==> src/rtl/tlb_pkg.sv <==
package tlb_pkg;
  localparam int SMALL_SHIFT = 12;
  localparam int LARGE_SHIFT = 22;

  function automatic int ptr_bits(input int depth);
    return (depth > 1) ? $clog2(depth) : 1;
  endfunction
endpackage

==> src/rtl/tlb_set.sv <==
module tlb_set #(
  parameter int TAG_W = 20,
  parameter int FRM_W = 20,
  parameter int DEPTH = 4
) (
  input  logic             clk,
  input  logic             rst_n,
  input  logic [TAG_W-1:0] lk_tag,
  output logic             lk_hit,
  output logic [FRM_W-1:0] lk_frame,
  input  logic             fill_en,
  input  logic [TAG_W-1:0] fill_tag,
  input  logic [FRM_W-1:0] fill_frame,
  input  logic             fill_glob,
  input  logic             flush,
  input  logic             keep_glob,
  input  logic             inv_en,
  input  logic [TAG_W-1:0] inv_tag
);
  localparam int PTR_W = tlb_pkg::ptr_bits(DEPTH);

  logic [DEPTH-1:0]            valid_q, valid_d, glob_q, glob_d, wr_en;
  logic [DEPTH-1:0][TAG_W-1:0] tag_q, tag_d;
  logic [DEPTH-1:0][FRM_W-1:0] frm_q;
  logic [PTR_W-1:0]            ptr_q, ptr_d;
  logic [DEPTH-1:0]            lk_match, fill_match;

  genvar g;
  generate
    for (g = 0; g < DEPTH; g++) begin : g_cmp
      assign lk_match[g]   = valid_q[g] && (tag_q[g] == lk_tag);
      assign fill_match[g] = valid_q[g] && (tag_q[g] == fill_tag);
    end
  endgenerate

  always_comb begin
    lk_frame = '0;
    for (int i = 0; i < DEPTH; i++)
      if (lk_match[i]) lk_frame = lk_frame | frm_q[i];
  end
  assign lk_hit = |lk_match;

  always_comb begin
    logic [PTR_W-1:0] sel;
    valid_d = valid_q;
    glob_d  = glob_q;
    tag_d   = tag_q;
    ptr_d   = ptr_q;
    wr_en   = '0;
    sel     = ptr_q;
    if (flush) begin
      valid_d = valid_q & glob_q & {DEPTH{keep_glob}};
    end else if (fill_en) begin
      if (|fill_match) begin
        for (int i = 0; i < DEPTH; i++)
          if (fill_match[i]) sel = PTR_W'(i);
      end else begin
        ptr_d = (ptr_q == PTR_W'(DEPTH-1)) ? '0 : ptr_q + 1'b1;
      end
      wr_en[sel]   = 1'b1;
      valid_d[sel] = 1'b1;
      glob_d[sel]  = fill_glob;
      tag_d[sel]   = fill_tag;
    end
    if (inv_en)
      for (int i = 0; i < DEPTH; i++)
        if (tag_d[i] == inv_tag) valid_d[i] = 1'b0;
  end

  always_ff @(posedge clk or negedge rst_n) begin
    if (!rst_n) begin
      valid_q <= '0;
      ptr_q   <= '0;
    end else begin
      valid_q <= valid_d;
      ptr_q   <= ptr_d;
    end
  end

  always_ff @(posedge clk) begin
    for (int i = 0; i < DEPTH; i++)
      if (wr_en[i]) begin
        tag_q[i] <= tag_d[i];
        glob_q[i] <= glob_d[i];
        frm_q[i] <= fill_frame;
      end
  end


  one_match_chk: assert property (@(posedge clk) disable iff (!rst_n)
    $onehot0(lk_match));


  keep_only_glob_chk: assert property (@(posedge clk) disable iff (!rst_n)
    flush |=> ((valid_q & ~glob_q) == '0));
endmodule

==> src/rtl/tlb_gflush.sv <==
module tlb_gflush #(
  parameter int VA_W        = 32,
  parameter int PA_W        = 32,
  parameter int SMALL_DEPTH = 4,
  parameter int LARGE_DEPTH = 2
) (
  input  logic            clk,
  input  logic            rst_n,
  input  logic [VA_W-1:0] lk_addr,
  output logic            lk_hit,
  output logic            lk_large,
  output logic [PA_W-1:0] lk_pa,
  input  logic            fill_en,
  input  logic            fill_large,
  input  logic [VA_W-1:0] fill_addr,
  input  logic [PA_W-1:0] fill_pa,
  input  logic            fill_global,
  input  logic            base_load,
  input  logic            gpe,
  input  logic            inv_en,
  input  logic [VA_W-1:0] inv_addr
);
  localparam int SS   = tlb_pkg::SMALL_SHIFT;
  localparam int LS   = tlb_pkg::LARGE_SHIFT;
  localparam int ST_W = VA_W - SS;
  localparam int LT_W = VA_W - LS;
  localparam int SF_W = PA_W - SS;
  localparam int LF_W = PA_W - LS;

  logic [1:0] rst_sync_q;
  logic       rst_i;

  always_ff @(posedge clk or negedge rst_n) begin
    if (!rst_n) rst_sync_q <= '0;
    else        rst_sync_q <= {rst_sync_q[0], 1'b1};
  end
  assign rst_i = rst_sync_q[1];

  logic            s_hit, l_hit;
  logic [SF_W-1:0] s_frame;
  logic [LF_W-1:0] l_frame;

  tlb_set #(.TAG_W(ST_W), .FRM_W(SF_W), .DEPTH(SMALL_DEPTH)) u_small (
    .clk, .rst_n(rst_i),
    .lk_tag(lk_addr[VA_W-1:SS]), .lk_hit(s_hit), .lk_frame(s_frame),
    .fill_en(fill_en && !fill_large), .fill_tag(fill_addr[VA_W-1:SS]),
    .fill_frame(fill_pa[PA_W-1:SS]), .fill_glob(fill_global),
    .flush(base_load), .keep_glob(gpe),
    .inv_en, .inv_tag(inv_addr[VA_W-1:SS])
  );

  tlb_set #(.TAG_W(LT_W), .FRM_W(LF_W), .DEPTH(LARGE_DEPTH)) u_large (
    .clk, .rst_n(rst_i),
    .lk_tag(lk_addr[VA_W-1:LS]), .lk_hit(l_hit), .lk_frame(l_frame),
    .fill_en(fill_en && fill_large), .fill_tag(fill_addr[VA_W-1:LS]),
    .fill_frame(fill_pa[PA_W-1:LS]), .fill_glob(fill_global),
    .flush(base_load), .keep_glob(gpe),
    .inv_en, .inv_tag(inv_addr[VA_W-1:LS])
  );

  always_comb begin
    lk_hit   = s_hit || l_hit;
    lk_large = l_hit;
    if (l_hit)      lk_pa = {l_frame, lk_addr[LS-1:0]};
    else if (s_hit) lk_pa = {s_frame, lk_addr[SS-1:0]};
    else            lk_pa = '0;
  end


  flush_clear_chk: assert property (@(posedge clk) disable iff (!rst_i)
    (base_load && !gpe) |=> !lk_hit);


  inv_miss_chk: assert property (@(posedge clk) disable iff (!rst_i)
    inv_en |=> ((lk_addr != $past(inv_addr)) || !lk_hit));


  fill_hit_chk: assert property (@(posedge clk) disable iff (!rst_i)
    (fill_en && !base_load && !inv_en) |=> ((lk_addr != $past(fill_addr)) || lk_hit));
endmodule

==> config.mk <==
export PLATFORM = sky130hd
export DESIGN_NAME = tlb_gflush
export DESIGN_NICKNAME = d
export VERILOG_FILES = /design/src/rtl/tlb_pkg.sv /design/src/rtl/tlb_set.sv /design/src/rtl/tlb_gflush.sv
export SDC_FILE = /design/constraint.sdc
export NUM_CORES = 1
export LEC_CHECK = 0
export BUFFER_PORTS_ARGS = -buffer_cell sky130_fd_sc_hd__buf_4
export CORE_UTILIZATION = 53
export CTS_CLUSTER_DIAMETER = 100
export DETAILED_ROUTE_END_ITERATION = 10
export PLACE_DENSITY = 0.84
export REMOVE_ABC_BUFFERS = 1
export SETUP_SLACK_MARGIN = 0.2
export SYNTH_ARGS = -nofsm -noshare
export SYNTH_HDL_FRONTEND = slang
export SYNTH_SLANG_ARGS = --single-unit
==> constraint.sdc <==
create_clock -name clk -period 2.73 [get_ports clk]
set_input_delay 0.546 -clock clk [delete_from_list [all_inputs] [get_ports clk]]
set_output_delay 0.546 -clock clk [all_outputs]
set_load 0.02 [all_outputs]
==> results.py <==
metrics = {
    "outcome": {
        "status": "finished, violations left",
        "failed_checks": "setup timing",
    },
    "placement": {
        "portBuffers": 133,
        "dp_slack_ns": -1.10,
        "gp_congestion": 1.03,
        "dp_hpwl_um": 40100,
    },
    "logic_synthesis": {
        "synth_edf_count": 206,
        "syn_area_um2": 13000,
        "synth_area_per_cell_um2": 11.6,
        "yosys_warnings": 0,
        "ys_async_sr_fraction_pct": 5.07,
        "yosysUniqueCellTypes": 71,
        "syn_inst": 1114,
        "yosys_most_used_dff": "edfxtp_1",
        "ys_seq_area_share_pct": 49.9,
        "synth-seq-cells": 217,
    },
    "timing": {
        "tns_ns": -178.22,
        "fin_crit_sh_pct": 146,
        "slew_viol_final": 0,
        "finalSetupViolCount": 287,
        "maxSlewHeadroom_pct": 38.4,
        "min_period_ns": 3.99,
        "setup_slack_ns": -1.26,
        "final.setup_skew_ns": 0.0151,
        "tightest_slew_ns": 0.924,
        "fmax_mhz": 250,
        "rsz0062_at_grt": "yes",
        "hold_viol": 0,
    },
    "pwr": {
        "p_clk_share_pct": 34.0,
        "sw_frac_of_total_pct": 30.7,
        "pwr-share-comb_pct": 26.2,
        "p_int_mw": 7.07,
        "ir_drop_uv": 672,
        "powerDensity_nw_per_um2": 506,
        "p_sw_mw": 3.12,
        "power_frac_seq_pct": 39.8,
        "leakagePower_nw": 8.09,
    },
    "layout": {
        "final_layout_size_suffix_gt1_share_pct": 50.2,
        "area.growth.synth_to_final_pct": 55.6,
        "insertedDiodeCount": 0,
        "final_cell_mix": "buf_4 (444), edfxtp_1 (206), xnor2_1 (165)",
        "finalNetCount": 1769,
        "layout_commonest_cell": "buf_4",
    },
    "global_route": {
        "grtUsageTotal_pct": 45.5,
        "grt_overflow": 0,
        "grt_pass1_vias": 11872,
        "grt_max_degree": 26,
        "antenna_found_initial": 0,
        "grt_pass1_wl_um": 79400,
    },
    "clock_network": {
        "root_buffer": "clkbuf_16",
        "clk_latency_ns": 0.55,
        "cts_buffer_depth": 3,
        "clock-sinks": 217,
        "htreeDepth": 1,
        "clk_pin_slew_ns": 0.07,
        "cts_tree": "done",
        "cts_buffers": 24,
    },
    "setup_path": {
        "crit_buf_inv": 5,
        "worst-path-max-fanout": 7,
        "required_ns": 2.18,
        "crit_family": "simple AND/OR/NAND/NOR gates",
        "crit_type": "reg2out",
        "crit_path_max_incr_delay_ns": 0.48,
        "cp.arrival_ns": 3.45,
        "cp-start-kind": "flop",
        "cpMostUsedCell": "buf_4",
        "cp_cell_sequence": "buf_4 > xnor2_1 > nand4_1 > nor4_4 > buf_6 > buf_4 > or4_4 > nor2_4 > buf_12 > nor2b_1 > buf_4",
        "slowest_stage": "nor4_4",
        "cp-end-kind": "primary output",
    },
    "detailed_routing": {
        "ant_nets": 0,
        "first_iter_violations": 2128,
        "drc": 0,
        "via_per_inst": 6.83,
        "firstDrtPassIters": 7,
        "wl_per_cell_um": 34.2,
        "detail_route.wirelength_um": 67300,
        "via_count": 13449,
    },
    "die": {
        "row_count": 56,
        "io_pins": 170,
        "fp.dieArea_um2": 25100,
        "core_area_um2": 23800,
        "start_util_pct": 54.5,
        "die_h_um": 158,
        "die_w_um": 158,
    },
    "flow_run": {
        "cap_violations": 0,
    },
    "worst_hold_path": {
        "hp-class": "in2reg",
    },
}
[metal layers]
metal	GRT usage (%)	up-vias	routed length, µm
met5	0	-	0
met4	29.4	0	7130
met3	8.38	502	10000
met2	73.1	1500	28400
met1	56.5	6344	21800
li1	-	5103	-
[registers in the layout (all words and copies together) (netlist names)]
signal,flops
u_small.ptr_q,2
u_large.ptr_q,1
u_small.glob_q,4
u_large.glob_q,2
u_large.tag_q,20
u_small.tag_q,80
u_large.valid_q,2
u_small.valid_q,4
u_small.frm_q,80
u_large.frm_q,20
rst_sync_q,2
[synth_stat cells (3+ instances only)]
cell type	count	area, µm²
a22o_1	15	131
a22oi_1	18	135
nand2_1	96	360
a221oi_1	23	201
clkinv_1	3	11.3
nand3_1	21	105
a221o_1	5	50.1
xnor2_1	176	1540
o22ai_1	11	68.8
clkbuf_1	48	180
o21ai_0	31	155
buf_6	14	158
buf_2	20	100
nand4_1	37	231
dfrtp_1	11	275
a31oi_1	6	37.5
o2bb2ai_1	4	35.0
nand2b_1	4	25.0
inv_1	32	120
mux2_2	71	800
mux2i_1	6	60.1
nor2b_1	15	93.8
a21oi_1	17	85.1
xor2_1	103	902
nor4_1	33	206
nor3_1	19	95.1
edfxtp_1	206	6190
nor2_1	14	52.6
[what timing repair did]
item	CTS	global route
gates cloned	6	20
endpoints found under the setup margin	320	316
pin swaps	30	70
hold buffers	1	0
buffers inserted	34	43
gates resized for setup	149	198
endpoints found under the hold margin	2	0
[power groups by stage]
stage	clock network [mW]	logic [mW]	registers (mW)
6_report	3.46	2.67	4.05
5_1_grt	3.54	2.71	4.05
4_1_cts	3.34	2.17	4.02
3_5_place_dp	0	1.98	4.08
3_3_place_gp	0	1.96	4.07
2_1_floorplan	0	0.827	4.08
[logic make-up (layout without fill, tap and decap cells)]
logic type | Yosys count | in the layout | synth area share, %
AOI/OAI and AO/OA | 149 | 149 | 8.58
xor gates and xnor gates | 279 | 279 | 18.9
DFF | 217 | 217 | 49.9
adders and majority gates | 1 | 1 | 0.0966
muxes | 78 | 78 | 6.75
and+or+nand+nor | 268 | 269 | 11.2
other | 1 | 1 | 0.0290
buffers and inverters | 121 | 655 | 4.63
[stage by stage]
stage                     instance area (µm²)  total power [mW]  util, %  instances  hold WS [ns]
after floorplan                         12500              4.91        -       1028         0.108
after global placement                  16700              6.03     70.4       1821         0.329
after detailed placement                16700              6.06     70.4       1821         0.332
after CTS                               18500              9.53     78.0       1905         0.200
after global routing                    20200              10.3     84.9       1968         0.196
final                                   20200              10.2     84.9       1968         0.195
[worst reg2reg max path, cell delays in order, from the launching register on]
cell      delay (ns)
edfxtp_1        0.42
buf_4           0.16
xnor2_1         0.24
buf_4           0.17
nand4_1         0.38
nor4_4          0.44
buf_4           0.18
a311oi_4        0.05
nor3b_4         0.36
buf_12          0.16
mux2_4          0.33
xnor2_1         0.15
nor3_2          0.35
a31oi_1         0.17
[worst paths after layout]
check | endpoint | startpoint | depth (start not counted) | slack (ns)
worst max register to register | u_small.valid_q[2] | u_small.tag_q[63] | 13 | -0.94
worst min-delay path | u_small.frm_q[68] | fill_pa[20] | 1 | 0.19
max in group asynchronous | u_small.ptr_q[1] | rst_sync_q[1] | 0 | 1.78
worst min register to register | rst_sync_q[1] | rst_sync_q[0] | 0 | 0.37
worst max-delay path | lk_pa[11] | u_small.tag_q[11] | 11 | -1.26
min in group asynchronous | rst_sync_q[0] | rst_n | 2 | 0.32
[cell type report]
type / count / area, µm²
clock inverters: 18 / 186
clock buffers: 25 / 604
flip-flops and latches: 217 / 6460
repair inverters: 1 / 16.3
inverters: 35 / 161
well taps: 319 / 399
fillers: 1125 / 3600
multi-input cells: 777 / 6900
repair buffers: 576 / 5430
(Power assumes the default switching activity.)
